<file path="config.mk">
export PLATFORM = sky130hd
export DESIGN_NAME = pattern_out_ctrl
export DESIGN_NICKNAME = d
export VERILOG_FILES = /design/src/rtl/poc_pkg.sv /design/src/rtl/poc_regs.sv /design/src/rtl/poc_trigger.sv /design/src/rtl/poc_port.sv /design/src/rtl/pattern_out_ctrl.sv
export SDC_FILE = /design/constraint.sdc
export NUM_CORES = 1
export LEC_CHECK = 0
export ABC_AREA = 1
export CAP_MARGIN = 10
export CELL_PAD_IN_SITES_DETAIL_PLACEMENT = 1
export CELL_PAD_IN_SITES_GLOBAL_PLACEMENT = 2
export CORE_UTILIZATION = 32
export DETAILED_ROUTE_END_ITERATION = 8
export PLACE_DENSITY = 0.95
export SLEW_MARGIN = 25
export SYNTH_ARGS = -nofsm -noshare
export SYNTH_HDL_FRONTEND = slang
export SYNTH_SLANG_ARGS = --single-unit
</file>
<file path="constraint.sdc">
create_clock -name clk -period 3.7 [get_ports clk]
set_clock_uncertainty 0.15 [all_clocks]
set_input_delay 1.11 -clock clk [delete_from_list [all_inputs] [get_ports clk]]
set_output_delay 1.11 -clock clk [all_outputs]
set_load 0.05 [all_outputs]
</file>
<file path="src/rtl/poc_pkg.sv">
// Package: shared sizes and register addresses for the pattern output controller.
// Assumes a byte-wide register bus and 4-bit output groups, paired into bytes.
package poc_pkg;
    localparam int GRP_W   = 4;
    localparam int N_GRP   = 4;
    localparam int PORT_W  = GRP_W * N_GRP;
    localparam int BYTE_W  = 8;
    localparam int N_PAIR  = PORT_W / BYTE_W;
    localparam int N_CM    = 4;
    localparam int SEL_W   = $clog2(N_CM);
    localparam int ADDR_W  = 4;

    localparam logic [ADDR_W-1:0] A_PORT_LO  = 4'd0;
    localparam logic [ADDR_W-1:0] A_PORT_HI  = 4'd1;
    localparam logic [ADDR_W-1:0] A_EN_LO    = 4'd2;
    localparam logic [ADDR_W-1:0] A_EN_HI    = 4'd3;
    localparam logic [ADDR_W-1:0] A_STG_LO   = 4'd4;
    localparam logic [ADDR_W-1:0] A_STG_LO_B = 4'd5;
    localparam logic [ADDR_W-1:0] A_STG_HI   = 4'd6;
    localparam logic [ADDR_W-1:0] A_STG_HI_B = 4'd7;
    localparam logic [ADDR_W-1:0] A_TRIG     = 4'd8;
    localparam logic [ADDR_W-1:0] A_LAYOUT   = 4'd9;

    localparam logic [GRP_W-1:0] NIB_ONES = '1;
endpackage

</file>
<file path="src/rtl/poc_regs.sv">
// Register file: holds the staged data, the enable masks, the trigger selection
// and the layout mode, and decodes the byte bus for reads and writes.
// Assumes one bus access per cycle. Reads are combinational from the address.
module poc_regs
    import poc_pkg::*;
(
    input  logic                     clk,
    input  logic                     rst_n,
    input  logic                     bus_we_i,
    input  logic [ADDR_W-1:0]        bus_addr_i,
    input  logic [BYTE_W-1:0]        bus_wdata_i,
    input  logic [PORT_W-1:0]        port_i,
    output logic [BYTE_W-1:0]        bus_rdata_o,
    output logic [PORT_W-1:0]        stage_o,
    output logic [PORT_W-1:0]        enable_o,
    output logic [N_GRP*SEL_W-1:0]   trig_sel_o,
    output logic [N_PAIR-1:0]        port_wr_o
);
    logic [PORT_W-1:0]      stage_q;
    logic [PORT_W-1:0]      enable_q;
    logic [N_GRP*SEL_W-1:0] trig_q;
    logic [N_PAIR-1:0]      split_q;

    // Register updates from bus writes. The nibble rules follow the layout mode.
    always_ff @(posedge clk) begin
        if (!rst_n) begin
            stage_q  <= '0;
            enable_q <= '0;
            trig_q   <= '0;
            split_q  <= '0;
        end else if (bus_we_i) begin
            case (bus_addr_i)
                A_EN_LO:    enable_q[7:0]  <= bus_wdata_i;
                A_EN_HI:    enable_q[15:8] <= bus_wdata_i;
                A_STG_LO: begin
                    if (split_q[0]) stage_q[7:4] <= bus_wdata_i[7:4];
                    else            stage_q[7:0] <= bus_wdata_i;
                end
                A_STG_LO_B: begin
                    if (split_q[0]) stage_q[3:0] <= bus_wdata_i[3:0];
                end
                A_STG_HI: begin
                    if (split_q[1]) stage_q[15:12] <= bus_wdata_i[7:4];
                    else            stage_q[15:8]  <= bus_wdata_i;
                end
                A_STG_HI_B: begin
                    if (split_q[1]) stage_q[11:8] <= bus_wdata_i[3:0];
                end
                A_TRIG:     trig_q  <= bus_wdata_i;
                A_LAYOUT:   split_q <= bus_wdata_i[N_PAIR-1:0];
                default: ;
            endcase
        end
    end

    // Read-back multiplexer. Reserved nibbles and unused pair addresses read as ones.
    always_comb begin
        bus_rdata_o = '0;
        case (bus_addr_i)
            A_PORT_LO:  bus_rdata_o = port_i[7:0];
            A_PORT_HI:  bus_rdata_o = port_i[15:8];
            A_EN_LO:    bus_rdata_o = enable_q[7:0];
            A_EN_HI:    bus_rdata_o = enable_q[15:8];
            A_STG_LO:   bus_rdata_o = split_q[0] ? {stage_q[7:4], NIB_ONES} : stage_q[7:0];
            A_STG_LO_B: bus_rdata_o = split_q[0] ? {NIB_ONES, stage_q[3:0]} : '1;
            A_STG_HI:   bus_rdata_o = split_q[1] ? {stage_q[15:12], NIB_ONES} : stage_q[15:8];
            A_STG_HI_B: bus_rdata_o = split_q[1] ? {NIB_ONES, stage_q[11:8]} : '1;
            A_TRIG:     bus_rdata_o = trig_q;
            A_LAYOUT:   bus_rdata_o = {{(BYTE_W-N_PAIR){1'b0}}, split_q};
            default:    bus_rdata_o = '0;
        endcase
    end

    // Per-byte write strobes for the port register.
    genvar p;
    generate
        for (p = 0; p < N_PAIR; p++) begin : g_pwr
            assign port_wr_o[p] = bus_we_i && (bus_addr_i == (A_PORT_LO + ADDR_W'(p)));
        end
    endgenerate

    assign stage_o    = stage_q;
    assign enable_o   = enable_q;
    assign trig_sel_o = trig_q;


    split_rsvd_ones_chk: assert property (@(posedge clk) disable iff (!rst_n)
        (split_q[1] && bus_addr_i == A_STG_HI_B) |-> (bus_rdata_o[7:4] == NIB_ONES));


    shared_alt_ones_chk: assert property (@(posedge clk) disable iff (!rst_n)
        (!split_q[0] && bus_addr_i == A_STG_LO_B) |-> (bus_rdata_o == 8'hFF));


    enable_hold_chk: assert property (@(posedge clk) disable iff (!rst_n)
        ($past(rst_n) && !$past(bus_we_i)) |-> $stable(enable_o));
endmodule

</file>
<file path="src/rtl/poc_trigger.sv">
// Trigger selection: each group picks one of the compare-match inputs.
// Assumes the inputs are one-cycle pulses. A pulse held high fires again on every edge.
module poc_trigger
    import poc_pkg::*;
(
    input  logic                   clk,
    input  logic                   rst_n,
    input  logic [N_CM-1:0]        cm_i,
    input  logic [N_GRP*SEL_W-1:0] trig_sel_i,
    output logic [N_GRP-1:0]       fire_o
);
    genvar g;
    generate
        for (g = 0; g < N_GRP; g++) begin : g_sel
            // Route the selected compare match to this group.
            assign fire_o[g] = cm_i[trig_sel_i[g*SEL_W +: SEL_W]];
        end
    endgenerate


    no_pulse_no_fire_chk: assert property (@(posedge clk) disable iff (!rst_n)
        (cm_i == '0) |-> (fire_o == '0));
endmodule

</file>
<file path="src/rtl/poc_port.sv">
// Port data register: loads staged bits on a group trigger under the enable mask.
// Otherwise it takes direct byte writes. A transfer wins over a write on loaded bits.
module poc_port
    import poc_pkg::*;
(
    input  logic              clk,
    input  logic              rst_n,
    input  logic [N_GRP-1:0]  fire_i,
    input  logic [PORT_W-1:0] enable_i,
    input  logic [PORT_W-1:0] stage_i,
    input  logic [N_PAIR-1:0] port_wr_i,
    input  logic [BYTE_W-1:0] wdata_i,
    output logic [PORT_W-1:0] port_o
);
    logic [PORT_W-1:0] port_q;
    logic [PORT_W-1:0] wr_mask;

    // Expand the byte write strobes into a bit mask.
    always_comb begin
        for (int b = 0; b < PORT_W; b++) wr_mask[b] = port_wr_i[b / BYTE_W];
    end

    // Per-bit update: a transfer first, then a direct write, otherwise hold.
    always_ff @(posedge clk) begin
        if (!rst_n) begin
            port_q <= '0;
        end else begin
            for (int b = 0; b < PORT_W; b++) begin
                if (fire_i[b / GRP_W] && enable_i[b]) port_q[b] <= stage_i[b];
                else if (wr_mask[b])                  port_q[b] <= wdata_i[b % BYTE_W];
            end
        end
    end

    assign port_o = port_q;


    untouched_hold_chk: assert property (@(posedge clk) disable iff (!rst_n)
        $past(rst_n) |-> (((port_q ^ $past(port_q)) & ~$past(enable_i) & ~$past(wr_mask)) == '0));


    enabled_load_chk: assert property (@(posedge clk) disable iff (!rst_n)
        ($past(rst_n) && $past(fire_i[0])) |->
            (((port_q[3:0] ^ $past(stage_i[3:0])) & $past(enable_i[3:0])) == '0));
endmodule

</file>
<file path="src/rtl/pattern_out_ctrl.sv">
// Timed pattern output controller, top level: connects the register file, the
// trigger selection and the port register. The compare-match sources are outside.
module pattern_out_ctrl
    import poc_pkg::*;
(
    input  logic              clk,
    input  logic              rst_n,
    input  logic              bus_we_i,
    input  logic [3:0]        bus_addr_i,
    input  logic [7:0]        bus_wdata_i,
    output logic [7:0]        bus_rdata_o,
    input  logic [3:0]        cm_i,
    output logic [15:0]       port_o
);
    logic [PORT_W-1:0]      stage;
    logic [PORT_W-1:0]      enable;
    logic [N_GRP*SEL_W-1:0] trig_sel;
    logic [N_PAIR-1:0]      port_wr;
    logic [N_GRP-1:0]       fire;
    logic [PORT_W-1:0]      port_q;

    poc_regs u_regs (
        .clk         (clk),
        .rst_n       (rst_n),
        .bus_we_i    (bus_we_i),
        .bus_addr_i  (bus_addr_i),
        .bus_wdata_i (bus_wdata_i),
        .port_i      (port_q),
        .bus_rdata_o (bus_rdata_o),
        .stage_o     (stage),
        .enable_o    (enable),
        .trig_sel_o  (trig_sel),
        .port_wr_o   (port_wr)
    );

    poc_trigger u_trig (
        .clk        (clk),
        .rst_n      (rst_n),
        .cm_i       (cm_i),
        .trig_sel_i (trig_sel),
        .fire_o     (fire)
    );

    poc_port u_port (
        .clk       (clk),
        .rst_n     (rst_n),
        .fire_i    (fire),
        .enable_i  (enable),
        .stage_i   (stage),
        .port_wr_i (port_wr),
        .wdata_i   (bus_wdata_i),
        .port_o    (port_q)
    );

    assign port_o = port_q;
endmodule

</file>
After elaboration in Yosys (flattened, before gate mapping)
Cells that the tools add are included.
- equal/unequal tests: 13
- multiplexer cells: 51
- reduce and logical (&&, ||, !) cells: 45
- order comparisons: 4
- operators with widths (operator ; count):
    $pmux 8 s10 ; 1
    $mux 1 ; 36
    $reduce_bool 2->1 ; 18
    $mux 4 ; 8
    $logic_and 1x1->1 ; 18
    $eq 4x3->1 const B ; 4
    $pmux 4 s2 ; 2
    $lt 2x3->1 const B ; 4
    $reduce_and 2->1 ; 6
    $bmux 1 s2 ; 4
    $eq 4x2->1 const B ; 2
    $eq 4x4->1 const B ; 2
    $reduce_and 4->1 ; 2
    $eq 4x1->1 const B ; 1
    $logic_not 4->1 ; 1
    $ne 2x1->1 const B ; 2
    $ne 2x2->1 const B ; 2
- bits of input ports: 19
- output and inout bits: 24
- bits in registers: 58
- word-level logic and storage cells: 137

Depth between registers and ports, before layout
Gate-level depths: netlist of the first run.
- depth in word-level cells: 4
- mapped depth: 9

Hierarchy
A second synthesis of the first run with hierarchy kept.
- cell total of the unflattened synthesis: 512
- area total of the unflattened synthesis: 3235.6 um2
- modules (own cells, without submodules) (module ; sequential area each (um2) ; area an instance (um2) ; cells each ; times used):
    poc_regs ; 840.8 ; 2253.4 ; 352 ; 1
    poc_port ; 320.3 ; 822.0 ; 120 ; 1
    poc_trigger ; 0.0 ; 160.2 ; 40 ; 1

Worst setup path before layout of the first run
No wires, ideal clock.
- path kind: input -> output
- start point: input port bus_addr_i[0]
- end point: output port bus_rdata_o[1]
- slack: 0.137 ns
- stages: 7
- arrival: 2.303 ns
- cells stage by stage: buf_6 -> nor2_2 -> buf_2 -> nand2_1 -> o21ai_0 -> nor2_1 -> nand3b_1
- cells in the longest elaborated chain, start to end: 2
- elaborated cells between the ends (all ways): 11
- those cells by class: eq/ne: 9; mux: 1; reduce/logical: 1
- ends and longest elaborated chain (element ; RTL line ; source):
    start, declared ; pattern_out_ctrl.sv:9 ; input logic [3:0] bus_addr_i,
    $eq 4x4->1, or another cell as far along ; poc_regs.sv:59 ; case (bus_addr_i)
    $pmux 8 s10 (*) ; poc_regs.sv:59 ;
    end, declared ; pattern_out_ctrl.sv:11 ; output logic [7:0] bus_rdata_o,
Every way passes the cells marked *; elsewhere a longest branch is shown, timed or not.

Final worst setup path of the first run
- start point: input port bus_addr_i[3]
- end point: output port bus_rdata_o[1]
Same word-level chain as after synthesis.

==> impl_metrics.toml, run 1 <==
[power]
p_leak_nw = 1.849
p_total_mw = 1.675
p_per_area_mw_per_mm2 = 378.0
peakVddDrop_mv = 0.2094

[placed_design]
hpwl_um = 9297
pre_cts_slack_ns = -0.3751
gp_congestion = 0.8916
placed_cells = 702
post_dp_cell_area_mm2 = 0.004074
numPortBuffers = 42

[cts]
cts_made_buffers = 9
cts-hold-fix-buffers = 0
cts_max_level = 3
clock_latency_ns = 0.36
cts_root_buf = "clkbuf_8"
cts_tree = "built"
numClockSinks = 58
clk_path_buf_depth = 2
clk_pin_slew_ns = 0.07

[sta]
drv_slew = 0
tightest_slew_ns = 0.6598
max_freq_mhz = 277.4
fin_crit_sh_pct = 97.44
relSlewSlack_pct = 55.87
rsz0062_at_grt = "true"
finalSetupTns_ns = 0
setup_viol = 0
finalHoldViolCount = 0
hold-worst-slack_ns = 0.3327
min_period_ns = 3.605
setup_slack_ns = 0.09458

[layout]
utilization_pct = 45.35
area_growth_syn_to_layout_pct = 37.38
stdcell_area_mm2 = 0.004433
final_nets = 605
layout_commonest_cell = "nand2_1"
nFillCells = 1296
stdcell_count = 724
layout_common_cells = "nand2_1 (127), nor2_1 (72), dfxtp_1 (58), nand3_1 (53), inv_1 (50)"
num_antenna_cells = 0
drive_above_1_share_pct = 17.26

[grt]
antenna_found_initial = 0
grt_pass1_vias = 3788
track_usage_pct = 24.78
grt_max_degree = 26
grt_overflow = 0
grt_pass1_wl_um = 19290

[setup_path]
criticalPathCategory = "in -> out"
worst_setup_path_start_kind = "input pin"
endpoint_kind = "output port"
crit_start = "bus_addr_i[3]"
rrSetupSlack_ns = 2.27
critPathCapture = "bus_rdata_o[1]"
arrival_ns = 2.35
crit_fanout = 7
max_stage_delay_ns = 0.26
r2r-end = "u_port.port_o[10]$_SDFFE_PN0P_"
worstRegToRegCells = 7
required_ns = 2.44
timing.rr.start = "u_regs.trig_sel_o[4]$_SDFFE_PN0P_"
path_cells = "clkdlybuf4s15_2 -> inv_4 -> nand2_4 -> nor2_4 -> nand2_2 -> nand2_1 -> nor2_1 -> nand3b_1 -> buf_12"
cpMaxStageDelayCell = "clkdlybuf4s15_2"

[worst_hold_path]
hp-class = "reg -> reg"

[synth]
synth_area_leader_cell = "dfxtp_1"
synth-seq-cells = 58
synth_top_area_share_pct = 35.98
yosysWarnings = 0
ys_types = 29
synth_edf_count = 0
syn_inst = 507
ys.flop_type = "dfxtp_1"
syn_area_mm2 = 0.003227
ys_async_sr_fraction_pct = 0
synthTopCellsByArea = "dfxtp_1 (36%), nand2_1 (15%), nor2_1 (8.5%)"
syn-num-nets = 526
postSynthAreaPerCell_um2 = 6.365
seq_area_frac_synth_pct = 35.98

[flow_run]
maxCapViolations = 0

[drt]
wl_um = 12070
routed_via_density = 5.064
drt-initial-drc-count = 122
drtAntennaViolNets = 0
drcViolationCount = 0
detail_route.wl_per_cell_um = 16.68
drt_first_pass_iters = 4
vias = 3666

[die]
die_x_um = 102.4
start_util_pct = 33.01
pin_count = 43
die_h_um = 102.4
rows = 36
fp.dieArea_mm2 = 0.01049
core-area_mm2 = 0.009774

[outcome]
status = "finished clean"
synthesized netlist by cell type, types with 3 or more instances:
master	n
nand2_1	132
nor2_1	73
dfxtp_1	58
nand3_1	54
inv_1	52
o21ai_0	43
a21oi_1	36
nand4_1	10
clkbuf_1	5
buf_1	3
buf_2	3
buf_4	3
inv_2	3
nand3_2	3
nand3b_1	3
nor2_2	3
nor2_4	3
nor3_1	3
o22ai_1	3
sequential cells by signal, indices dropped and copies added, names as in the netlist:
signal / flops
u_port.port_o: 16
u_regs.enable_o: 16
u_regs.split_q: 2
u_regs.stage_o: 16
u_regs.trig_sel_o: 8
cell type report:
cell class / instances / area [um2] / area share [%]
multi-input cells: 377 / 1826 / 41.18
inverters: 56 / 219.0 / 4.939
flip-flops and latches: 58 / 1161 / 26.19
repair buffers: 84 / 809.5 / 18.26
clock buffers: 10 / 137.6 / 3.105
clock inverters: 6 / 113.9 / 2.568
well taps: 133 / 166.4 / 3.754
cell families after synthesis:
| logic type | after synthesis | synth area share, % |
|---|---|---|
| DFF | 58 | 35.98 |
| buffers and inverters | 72 | 9.306 |
| and+or+nand+nor | 293 | 41.41 |
| AOI/OAI and AO/OA | 84 | 13.30 |
worst min path at each step:
stage	from	endpoint	slack, ns	cells past startpoint
after detailed placement	u_regs.stage_o[7]$_SDFFE_PN0P_	u_regs.stage_o[7]$_SDFFE_PN0P_	0.32	2
after CTS	u_regs.stage_o[7]$_SDFFE_PN0P_	u_regs.stage_o[7]$_SDFFE_PN0P_	0.33	2
after floorplan	u_regs.enable_o[8]$_SDFFE_PN0P_	u_regs.enable_o[8]$_SDFFE_PN0P_	0.29	2
after global placement	u_regs.stage_o[7]$_SDFFE_PN0P_	u_regs.stage_o[7]$_SDFFE_PN0P_	0.31	2
after global routing	u_regs.enable_o[9]$_SDFFE_PN0P_	u_regs.enable_o[9]$_SDFFE_PN0P_	0.35	2
final	u_regs.stage_o[7]$_SDFFE_PN0P_	u_regs.stage_o[7]$_SDFFE_PN0P_	0.33	2
metal layers:
metal,global-route usage (%),wire length [um],vias to the layer above
li1,-,-,1802
met1,29.09,5192,1780
met2,45.28,6258,66
met3,3.830,379,18
met4,8.791,243,0
met5,0,0,-
worst max-delay path: cells and delay by family:
family        cells  cell delay [ns]
simple gates      6             0.71
buf+inv           3             0.53
repair_timing:
| item | 4_1_cts | 5_1_grt |
|---|---|---|
| pin swaps | 6 | 10 |
| cloned | 0 | 0 |
| resized for setup | 18 | 23 |
| setup endpoints to repair | 8 | 8 |
| endpoints found under the hold margin | 0 | 0 |
| setup buffers | 1 | 5 |
power by group:
part	internal (mW)	leakage, nW	switching (mW)
Sequential	0.638	0.469	0.0103
Clock	0.467	0.119	0.294
Combinational	0.100	1.26	0.166
Total	1.21	1.85	0.470
Power figures use the tool's default switching activity.
==> run 2, diff against run 1 <==
Settings changed: MAX_ROUTING_LAYER from default to met4.
==> impl_metrics.toml, run 2 (synthesized netlist as in run 1, its figures left out) <==
[placed_design]
pre_cts_slack_ns = -0.3751
placed_cells = 702
hpwl_um = 9297
numPortBuffers = 42
gp_congestion = 0.9066
post_dp_cell_area_mm2 = 0.004074

[layout]
num_antenna_cells = 0
layout_common_cells = "nand2_1 (127), nor2_1 (72), dfxtp_1 (58), nand3_1 (53), inv_1 (50)"
layout_commonest_cell = "nand2_1"
stdcell_count = 724
drive_above_1_share_pct = 17.26
utilization_pct = 45.35
final_nets = 605
area_growth_syn_to_layout_pct = 37.38
stdcell_area_mm2 = 0.004433

[power]
pwr-share-comb_pct = 15.9
swShare_pct = 28.11
pwr-share-clk_pct = 45.4
p_switching_mw = 0.4712
p_per_area_mw_per_mm2 = 378.1
p_total_mw = 1.676
peakVddDrop_mv = 0.2101
power_frac_seq_pct = 38.7
internal_power_mw = 1.205
p_leak_nw = 1.849

[cts]
clk_pin_slew_ns = 0.07
cts-hold-fix-buffers = 0
cts_tree = "built"
cts_root_buf = "clkbuf_8"
numClockSinks = 58
clk_path_buf_depth = 2
clock_latency_ns = 0.36
cts_made_buffers = 9
cts_max_level = 3

[grt]
grt_pass1_wl_um = 19360
grt_max_degree = 26
grt_overflow = 0
antenna_found_initial = 0
grt_pass1_vias = 3773
track_usage_pct = 25.59

[setup_path]
arrival_ns = 2.35
worst_setup_path_start_kind = "input pin"
endpoint_kind = "output port"
criticalPathCategory = "in -> out"
required_ns = 2.44
crit_fanout = 7

[die]
fp.dieArea_mm2 = 0.01049
pin_count = 43
start_util_pct = 33.01
die_x_um = 102.4
rows = 36
core-area_mm2 = 0.009774
die_h_um = 102.4

[drt]
wl_um = 12080
drt_first_pass_iters = 4
vias = 3655
drcViolationCount = 0
routed_via_density = 5.048
drtAntennaViolNets = 0
drt-initial-drc-count = 103
detail_route.wl_per_cell_um = 16.68

[sta]
relSlewSlack_pct = 56.08
tightest_slew_ns = 0.6568
min_period_ns = 3.607
setup_viol = 0
rsz0062_at_grt = "true"
fin_crit_sh_pct = 97.49
max_freq_mhz = 277.2
finalHoldViolCount = 0
setup_slack_ns = 0.09276
drv_slew = 0

[outcome]
status = "finished clean"

[flow_run]
maxCapViolations = 0

[worst_hold_path]
hp-class = "reg -> reg"
-- run 2: worst max-delay path, stage by stage --
cell	delay, ns
clkdlybuf4s15_2	0.26
inv_4	0.11
nand2_4	0.09
nor2_4	0.23
nand2_2	0.10
nand2_1	0.10
nor2_1	0.05
nand3b_1	0.15
buf_12	0.16
-- run 2: layout make-up --
cell class              instances  area (um2)
fillers                      1296        5341
well taps                     133       166.4
repair buffers                 84       809.5
clock buffers                  10       137.6
inverters                      56       219.0
flip-flops and latches         58        1161
multi-input cells             377        1826
clock inverters                 6       113.9
-- run 2: timing repair --
item                                    4_1_cts  5_1_grt
cloned                                        0        0
resized for setup                            18       23
pin swaps                                     6       10
endpoints found under the setup margin        8        8
buffers inserted                              1        5
-- run 2: power by group through the flow --
stage / combinational, mW / clock (mW) / sequential (mW)
6_report: 0.267 / 0.761 / 0.648
5_1_grt: 0.288 / 0.795 / 0.650
4_1_cts: 0.259 / 0.770 / 0.649
3_5_place_dp: 0.255 / 0 / 0.663
3_3_place_gp: 0.248 / 0 / 0.662
2_1_floorplan: 0.114 / 0 / 0.678
-- run 2: metal layers --
layer / track usage (%) / vias to the layer above / wire (um) / part of all wire (%)
li1: - / 1804 / - / -
met1: 29.26 / 1769 / 5206 / 43
met2: 45.23 / 64 / 6240 / 52
met3: 3.830 / 18 / 423 / 3.5
met4: 8.791 / 0 / 206 / 1.7
met5: - / - / 0 / 0
-- run 2: worst paths after layout --
kind / start / endpoint / slack, ns / cells past startpoint
min: u_regs.stage_o[7]$_SDFFE_PN0P_ / u_regs.stage_o[7]$_SDFFE_PN0P_ / 0.33 / 2
max reg2reg: u_regs.trig_sel_o[4]$_SDFFE_PN0P_ / u_port.port_o[10]$_SDFFE_PN0P_ / 2.27 / 7
max: bus_addr_i[3] / bus_rdata_o[1] / 0.09 / 9
min reg2reg: u_regs.stage_o[7]$_SDFFE_PN0P_ / u_regs.stage_o[7]$_SDFFE_PN0P_ / 0.33 / 2
-- run 2: per-stage QoR --
stage	setup TNS [ns]	hold WS [ns]
detailed placement	-2.711	0.3207
finish	0	0.3325
floorplan	0	0.2892
CTS	-0.03435	0.3329
global route	-0.01425	0.3526
global placement	-2.542	0.3149
